**config.mk**
```make
export PLATFORM = sky130hd
export DESIGN_NAME = bootcfg_loader
export DESIGN_NICKNAME = d
export VERILOG_FILES = /design/src/rtl/bootcfg_pkg.sv /design/src/rtl/bootcfg_ctrl.sv /design/src/rtl/bootcfg_dp.sv /design/src/rtl/bootcfg_loader.sv
export SDC_FILE = /design/constraint.sdc
export NUM_CORES = 1
export LEC_CHECK = 0
export BUFFER_PORTS_ARGS = -buffer_cell sky130_fd_sc_hd__buf_2
export CORE_UTILIZATION = 50
export CTS_BUF_LIST = sky130_fd_sc_hd__clkbuf_8
export DETAILED_ROUTE_END_ITERATION = 8
export PLACE_DENSITY = 0.92
export SYNTH_ARGS = -nofsm -noshare
export SYNTH_HDL_FRONTEND = slang
export SYNTH_HIERARCHICAL = 1
export SYNTH_SLANG_ARGS = --single-unit
```
**constraint.sdc**
```tcl
create_clock -name clk -period 3.45 [get_ports clk]
set_clock_uncertainty 0.05 [all_clocks]
set_input_delay 0.1725 -clock clk [delete_from_list [all_inputs] [get_ports clk]]
set_output_delay 0.1725 -clock clk [all_outputs]
set_load 0.02 [all_outputs]
```
**src/rtl/bootcfg_pkg.sv**
```systemverilog
package bootcfg_pkg;
  typedef enum logic [1:0] {
    STORE_BOOT = 2'd0,
    STORE_FLASH = 2'd1,
    STORE_EXT = 2'd2
  } storeT;

  typedef enum logic [1:0] {
    ST_WAIT  = 2'd0,
    ST_FETCH = 2'd1,
    ST_RUN   = 2'd2,
    ST_PULSE = 2'd3
  } stateT;

  typedef struct packed {
    logic latchSrc;
    logic loadCfg;
    logic startPulse;
    logic cntDec;
    logic clrPor;
  } strobeT;
endpackage

```
**src/rtl/bootcfg_ctrl.sv**
```systemverilog
module bootcfg_ctrl
  import bootcfg_pkg::*;
(
  input  logic   clk,
  input  logic   porRst_n,
  input  logic   rstPinIn,
  input  logic   intRstReq,
  input  logic   memAck,
  input  logic   cntZero,
  output strobeT stb,
  output logic   memReq,
  output logic   configValid,
  output logic   pulseActive
);
  stateT state, stateNxt;
  logic pinQ;
  logic pinRise;

  assign pinRise = rstPinIn & ~pinQ;

  always_comb begin
    stateNxt = state;
    stb = '0;
    unique case (state)
      ST_WAIT: begin
        if (intRstReq) begin
          stateNxt = ST_PULSE;
          stb.startPulse = 1'b1;
        end else if (pinRise) begin
          stateNxt = ST_FETCH;
          stb.latchSrc = 1'b1;
        end
      end
      ST_FETCH: begin
        if (intRstReq) begin
          stateNxt = ST_PULSE;
          stb.startPulse = 1'b1;
        end else if (!rstPinIn) begin
          stateNxt = ST_WAIT;
        end else if (memAck) begin
          stateNxt = ST_RUN;
          stb.loadCfg = 1'b1;
        end
      end
      ST_RUN: begin
        if (intRstReq) begin
          stateNxt = ST_PULSE;
          stb.startPulse = 1'b1;
        end else if (!rstPinIn) begin
          stateNxt = ST_WAIT;
        end
      end
      ST_PULSE: begin
        if (cntZero) begin
          stateNxt = ST_WAIT;
          stb.clrPor = 1'b1;
        end else begin
          stb.cntDec = 1'b1;
        end
      end
      default: stateNxt = ST_WAIT;
    endcase
  end

  always_ff @(posedge clk or negedge porRst_n) begin
    if (!porRst_n) begin
      state <= ST_WAIT;
      pinQ  <= 1'b0;
    end else begin
      state <= stateNxt;
      pinQ  <= rstPinIn;
    end
  end

  assign memReq      = (state == ST_FETCH);
  assign configValid = (state == ST_RUN);
  assign pulseActive = (state == ST_PULSE);


  fetch_hold_chk: assert property (@(posedge clk) disable iff (!porRst_n)
    memReq && !memAck && rstPinIn && !intRstReq |=> memReq);


  pin_low_hold_chk: assert property (@(posedge clk) disable iff (!porRst_n)
    !rstPinIn && !pulseActive && !intRstReq |=> !configValid);


  pulse_run_chk: assert property (@(posedge clk) disable iff (!porRst_n)
    pulseActive && !cntZero |=> pulseActive);
endmodule

```
**src/rtl/bootcfg_dp.sv**
```systemverilog
module bootcfg_dp
  import bootcfg_pkg::*;
#(
  parameter int SHORT_LEN = 16,
  parameter int LONG_LEN  = 4096
) (
  input  logic       clk,
  input  logic       porRst_n,
  input  strobeT     stb,
  input  logic [7:0] memData,
  input  logic       testPin,
  input  logic       configValid,
  input  logic       pulseActive,
  output logic [7:0] ctrlReg,
  output logic       cntZero,
  output logic       srcExt,
  output logic [1:0] storeSel,
  output logic       busMode,
  output logic       emuBusTri,
  output logic       ramEn,
  output logic       cpuEn
);
  localparam int CW = $clog2(LONG_LEN);
  localparam logic [CW-1:0] SHORT_LOAD = CW'(SHORT_LEN - 1);
  localparam logic [CW-1:0] LONG_LOAD  = CW'(LONG_LEN - 1);

  localparam int B_LEN = 7;
  localparam int B_TOG = 6;
  localparam int B_TRI = 5;
  localparam int B_MFM = 4;
  localparam int B_FLS = 3;
  localparam int B_INT = 2;
  localparam int B_RAM = 1;
  localparam int B_CPU = 0;

  logic [CW-1:0] cnt;
  logic porFlag;
  logic useShort;
  storeT storeDec;

  always_comb begin
    if (!testPin)      useShort = 1'b0;
    else if (porFlag)  useShort = 1'b1;
    else               useShort = ctrlReg[B_LEN];
  end

  always_ff @(posedge clk or negedge porRst_n) begin
    if (!porRst_n) begin
      ctrlReg <= '0;
      cnt     <= '0;
      porFlag <= 1'b1;
      srcExt  <= 1'b0;
    end else begin
      if (stb.latchSrc)   srcExt  <= testPin;
      if (stb.loadCfg)    ctrlReg <= memData;
      if (stb.startPulse) cnt     <= useShort ? SHORT_LOAD : LONG_LOAD;
      else if (stb.cntDec) cnt    <= cnt - 1'b1;
      if (stb.clrPor)     porFlag <= 1'b0;
    end
  end

  assign cntZero = (cnt == '0);

  always_comb begin
    if (!ctrlReg[B_INT])     storeDec = STORE_EXT;
    else if (ctrlReg[B_FLS]) storeDec = STORE_FLASH;
    else                     storeDec = STORE_BOOT;
  end

  assign storeSel  = storeDec;
  assign busMode   = ~ctrlReg[B_MFM] & (~ctrlReg[B_TOG] | ~testPin);
  assign emuBusTri = ctrlReg[B_TRI];
  assign ramEn     = ctrlReg[B_RAM];
  assign cpuEn     = ctrlReg[B_CPU];


  cfg_stable_chk: assert property (@(posedge clk) disable iff (!porRst_n)
    configValid && !stb.loadCfg |=> $stable(ctrlReg));


  por_clear_chk: assert property (@(posedge clk) disable iff (!porRst_n)
    $fell(porFlag) |-> $past(pulseActive));


  always_comb begin
    if (porRst_n) store_code_chk: assert (storeSel != 2'd3);
  end
endmodule

```
**src/rtl/bootcfg_loader.sv**
```systemverilog
module bootcfg_loader
  import bootcfg_pkg::*;
#(
  parameter int SHORT_LEN = 16,
  parameter int LONG_LEN  = 4096,
  parameter logic [23:0] CFG_ADDR = 24'h00FFF3
) (
  input  logic        clk,
  input  logic        porRst_n,
  input  logic        rstPinIn,
  input  logic        testPin,
  input  logic        intRstReq,
  input  logic        memAck,
  input  logic [7:0]  memData,
  output logic        memReq,
  output logic [23:0] memAddr,
  output logic        memSrcExt,
  output logic        rstPinDriveLow,
  output logic        configValid,
  output logic        cpuRstHold,
  output logic [7:0]  ctrlReg,
  output logic [1:0]  storeSel,
  output logic        busMode,
  output logic        emuBusTri,
  output logic        ramEn,
  output logic        cpuEn
);
  strobeT stb;
  logic cntZero;
  logic pulseActive;

  bootcfg_ctrl u_ctrl (
    .clk(clk), .porRst_n(porRst_n), .rstPinIn(rstPinIn),
    .intRstReq(intRstReq), .memAck(memAck), .cntZero(cntZero),
    .stb(stb), .memReq(memReq), .configValid(configValid),
    .pulseActive(pulseActive)
  );

  bootcfg_dp #(.SHORT_LEN(SHORT_LEN), .LONG_LEN(LONG_LEN)) u_dp (
    .clk(clk), .porRst_n(porRst_n), .stb(stb), .memData(memData),
    .testPin(testPin), .configValid(configValid), .pulseActive(pulseActive),
    .ctrlReg(ctrlReg), .cntZero(cntZero), .srcExt(memSrcExt),
    .storeSel(storeSel), .busMode(busMode), .emuBusTri(emuBusTri),
    .ramEn(ramEn), .cpuEn(cpuEn)
  );

  assign memAddr        = CFG_ADDR;
  assign rstPinDriveLow = pulseActive;
  assign cpuRstHold     = ~configValid;
endmodule

```
## Yosys cells after proc, flatten, opt, wreduce, memory -nomap -nowiden

Cells that the tools add are included.

| operators by class | value |
|---|---|
| bitwise operators | 8 |
| equality and inequality tests | 7 |
| multiplexer cells | 28 |
| add/sub/neg operators | 1 |
| reductions and logical operators | 5 |

Operators with widths:

| operator | count |
|---|---|
| 12-bit two-way mux | 3 |
| 2-bit two-way mux | 10 |
| 1-bit two-way mux | 14 |
| 12-bit logical NOT | 1 |
| 12-bit by 1-bit subtractor with 12-bit output (second input constant) | 1 |
| 2-bit one-hot mux with 4 select lines | 1 |
| 1-bit NOT | 5 |
| 2-bit equality test (second input constant) | 2 |
| 4-bit != test (second input constant) | 1 |
| 4-bit AND reduction | 1 |
| 3-bit by 2-bit != test with 1-bit output (second input constant) | 1 |
| 3-bit != test (second input constant) | 1 |
| 3-bit OR reduction | 1 |
| 1-bit bitwise AND | 2 |
| 2-bit by 1-bit equality test with 1-bit output (second input constant) | 1 |
| 2-bit logical NOT | 1 |
| 2-bit by 1-bit != test with 1-bit output (second input constant) | 1 |
| 2-bit nonzero test | 1 |
| 1-bit OR | 1 |

| storage, ports and cells | value |
|---|---|
| input port bits | 14 |
| bits in registers | 25 |
| word-level logic and storage cells | 55 |
| output and inout port bits | 43 |

## Depth between registers and ports, before layout

| logic depth | value |
|---|---|
| depth after elaboration | 5 |
| gate-level depth with buffers | 10 |
| depth with buffers taken out | 8 |

## Modules after synthesis

Netlist, hierarchy kept.

Modules (own cells, without submodules):

| module | area each (um2) | cells an instance | instances | sequential area each (um2) |
|---|---|---|---|---|
| bootcfg_dp | 1133.6 | 103 | 1 | 551.8 |
| bootcfg_ctrl | 210.2 | 25 | 1 | 75.1 |
| bootcfg_loader | 191.4 | 27 | 1 | 0.0 |

## Least setup slack after synthesis

OpenSTA, ideal clock, no wires.

| timing path | value |
|---|---|
| path type | reg2reg |
| start point | register u_dp.cnt[0] |
| end point | register u_dp.cnt[8] |
| required time | 3.276 ns |
| buffers on the path | 2 |
| path slack | 0.917 ns |
| period minus slack after synthesis | 2.533 ns |
| setup time | 0.124 ns |
| data arrival time | 2.359 ns |
| cell stages (with the launch flop) | 11 |
| cell sequence | dfrtp_1 > inv_1 > ha_1 > or4b_2 > nor4_1 > nor2_1 > buf_2 > nand4bb_1 > clkbuf_1 > nor4_1 > o31a_1 |

RTL lines:

| element | line | RTL |
|---|---|---|
| start, declared | bootcfg_dp.sv:36 | `logic [CW-1:0] cnt;` |
| start signal, assigned | bootcfg_dp.sv:56 | `if (stb.startPulse) cnt <= useShort ? SHORT_LOAD : LONG_LOAD;` |
| start signal, assigned | bootcfg_dp.sv:57 | `else if (stb.cntDec) cnt <= cnt - 1'b1;` |

==> impl_results.md <==
- Core Area: 0.00283 mm2
- Die Span Y: 57.4 um
- Worst-Margin Slew: approximately 0.77 ns
- Worst-path maximum fanout: 10
- Buffers and inverters on the worst path: 1
- Layout area overhead: 7.25%
- CTS tree: done
- Core Rows: 19
- Sw Ratio: 0.442
- Max incr delay on CP: 0.59 ns
- Hold Vio Cnt, Final: 0
- Leak: 0.757 nW
- Relative slew margins: 0.479
- Nets: 197
- Post-CTS Resized: 0
- Final setup vio count: 0
- CTS root buffer: clkbuf_8
- Async set-reset flop share out of synthesis: 1.00
- PnR Total Power: 0.00136 W
- Critical path, cell by cell: inv_1, ha_1, or4b_2, nor4_1, nor2_1, nor4b_2, a211o_2, and3_1
- Largest net degree at the start of global routing: 26
- Synth warn: 6
- Worst-Skew Late Latency: 0.27 ns
- Final worst path period share: 0.801
- Design Area, Final: 0.00165 mm2
- Status: finished, violations left
- Total global-route track usage: 0.176
- Crit Path Category: reg2reg
- Failing checks: DRC
- Final std cells w/o fill: 211
- Top post-synthesis cells by area: dfrtp_1 (39%), buf_4 (13%), mux2_2 (5.9%), o31a_1 (2.9%), nand2b_1 (2.4%)
- Area share of the largest cell type after synthesis: 0.391
- Fmax: about 0.36 GHz
- Total iterations of the first detailed-routing run: 6
- Synth unique cells: 44
- P per Cell Area: between 800 and 900 mW/mm2
- Reg clk slew, reported paths: 0.09 ns
- Vias in the first global route: between 1000 and 1500
- #FFs+latches synth: 25
- Clock sink count: 25
- GRT overflow: 0
- Critical Path End Type: flop
- Final ANT Viol Nets: 0
- Min cycle time layout: 2.76 ns
- Routability cong.: around 0.82
- Routed vias/inst: 5.31
- WL/cell: 12.7 um
- HP Class: in2reg
- Clock Power Share: 0.129
- CP Launch Type: flop
- Via count: between 1000 and 1500
- ANT cells: 0
- Fin util: 0.582
- Max Cap Viol: 0
- Synth Area per Inst: 9.90 um2
- P_int: 0.000759 W
- Reg2Reg Depth: 8
- Setup tns final: 0 ns
- Initial Util: 0.543
- WL final: 2680 um
- Top Family by Delay on Critical Path: simple AND/OR/NAND/NOR gates
- Cell Area, Synth: 0.00154 mm2
- Post-placement cell count: 206
- Most frequent cell after synthesis: buf_4
- Post-DP HPWL: 1910 um
- Die ar.: 0.00330 mm2
- Buffers on Ports: 32
- Worst Path Required: 3.57 ns
- EDFF count, synth: 0
- DRT iter0 DRCs: 54
- Top cells by count, synth: buf_4 (27), dfrtp_1 (24), mux2_2 (8)
- Main synth FF type: dfrtp_1
- Share of cells above drive strength 1: 0.300
- Crit path max-delay cell type: or4b_2
- RSZ-0062 raised after global routing: false
- Clk buf depth: 2
- TritonCTS buffer count: 3
- Drt drc: 7
- VDD IR-drop max: about 0.46 mV
- I/O pin count: 57
- Part of the power in registers: 0.405
- Psw: 0.000602 W
- Critical path depth: 8
- DIE WIDTH: 57.4 um
- Initial antenna violation count: 0
- Area leader, netlist: dfrtp_1
- Area post-placement: 0.00159 mm2
- Max-slew violations: 0
- Fill count: about 250
- H-tree depth: 1
- Sequential share of the synthesized area: 0.408
- Hold path cells: 1
- Comb pwr share: 0.466
- Post-Synthesis Cells: roughly 160
- Crit path arrival time: 2.88 ns
- Global-route wire length before repair: around 4500 um
==> routing by layer <==
| layer | global-route usage | part of all wire | up-vias |
|---|---|---|---|
| li1 | - | - | 543 |
| met1 | 0.226 | 0.46 | 532 |
| met2 | 0.291 | 0.48 | 41 |
| met3 | 0.0340 | 0.048 | 4 |
| met4 | 0.0697 | 0.0093 | 0 |
| met5 | 0 | 0 | - |
==> cells in the final DEF (no fill, tap or decap), types with 2 or more instances in the layout <==
master / Yosys / routed
a211oi_1: 2 / 2
a21oi_1: 3 / 3
and2_1: 2 / 2
and3_1: 3 / 3
buf_2: 3 / 32
clkbuf_8: 0 / 3
conb_1: 2 / 24
dfrtp_1: 24 / 24
ha_1: 2 / 2
inv_1: 7 / 7
mux2_2: 8 / 8
nand2_1: 4 / 4
nand2b_1: 6 / 6
nor2_1: 6 / 6
nor2b_1: 3 / 3
nor3_1: 3 / 3
nor4_1: 5 / 5
nor4b_1: 2 / 2
o211ai_1: 2 / 2
o21ai_0: 5 / 5
o31a_1: 5 / 5
o31ai_1: 2 / 2
or3_1: 2 / 2
xnor2_1: 3 / 3
==> logic make-up after synthesis <==
family,synth area share
other,0.00489
buffers and inverters,0.171
AOI/OAI and AO/OA,0.134
adders and majority gates,0.0163
DFF,0.408
and+or+nand+nor,0.189
xor gates and xnor gates,0.0171
muxes,0.0587
==> stage by stage <==
| stage | setup slack, ns | hold WS, ns |
|---|---|---|
| after floorplan | 0.917 | -0.173 |
| after global placement | 0.827 | 0.139 |
| after detailed placement | 0.723 | 0.145 |
| after CTS | 0.688 | 0.0246 |
| after global routing | 0.509 | 0.0209 |
| final | 0.687 | 0.0339 |
==> what timing repair did <==
| action | in CTS | in global routing |
|---|---|---|
| endpoints found under the setup margin | 0 | 0 |
| buffers inserted | 0 | 0 |
| hold endpoints to repair | 24 | 0 |
| hold buffers | 1 | 0 |
==> registers in the layout, indices dropped and copies added, names as in the netlist <==
register	flops
u_ctrl/pinQ	1
u_ctrl/state	2
u_dp/cnt	12
u_dp/ctrlReg	8
u_dp/porFlag	1
u_dp/srcExt	1
==> final timing paths <==
kind / start / to / slack (ns)
max: u_dp/cnt[0] / u_dp/cnt[7] / 0.69
min reg2reg: u_dp/porFlag / u_dp/porFlag / 0.44
max reg2reg: u_dp/cnt[0] / u_dp/cnt[7] / 0.69
min in group asynchronous: porRst_n / u_dp/cnt[9] / 0.37
min: rstPinIn / u_ctrl/pinQ / 0.03
max in group asynchronous: porRst_n / u_dp/porFlag / 2.60
==> cell type report <==
| type | count | area (um2) | share of cell area |
|---|---|---|---|
| repair buffers | 34 | 178 | 0.108 |
| clock buffers | 3 | 41.3 | 0.0251 |
| flip-flops and latches | 25 | 627 | 0.381 |
| clock inverters | 1 | 7.51 | 0.00456 |
| well taps | 31 | 38.8 | 0.0236 |
| multi-input cells | 110 | 728 | 0.442 |
| inverters | 7 | 26.3 | 0.0160 |
==> power by group through the flow <==
stage	clock network (W)	registers, W	logic (W)
floorplan	0	0.000575	0.000477
global placement	0	0.000549	0.000615
detailed placement	0	0.000554	0.000630
CTS	0.000182	0.000550	0.000636
global route	0.000193	0.000576	0.000690
finish	0.000176	0.000551	0.000634
No activity file was read; power rests on OpenSTA's default activity.
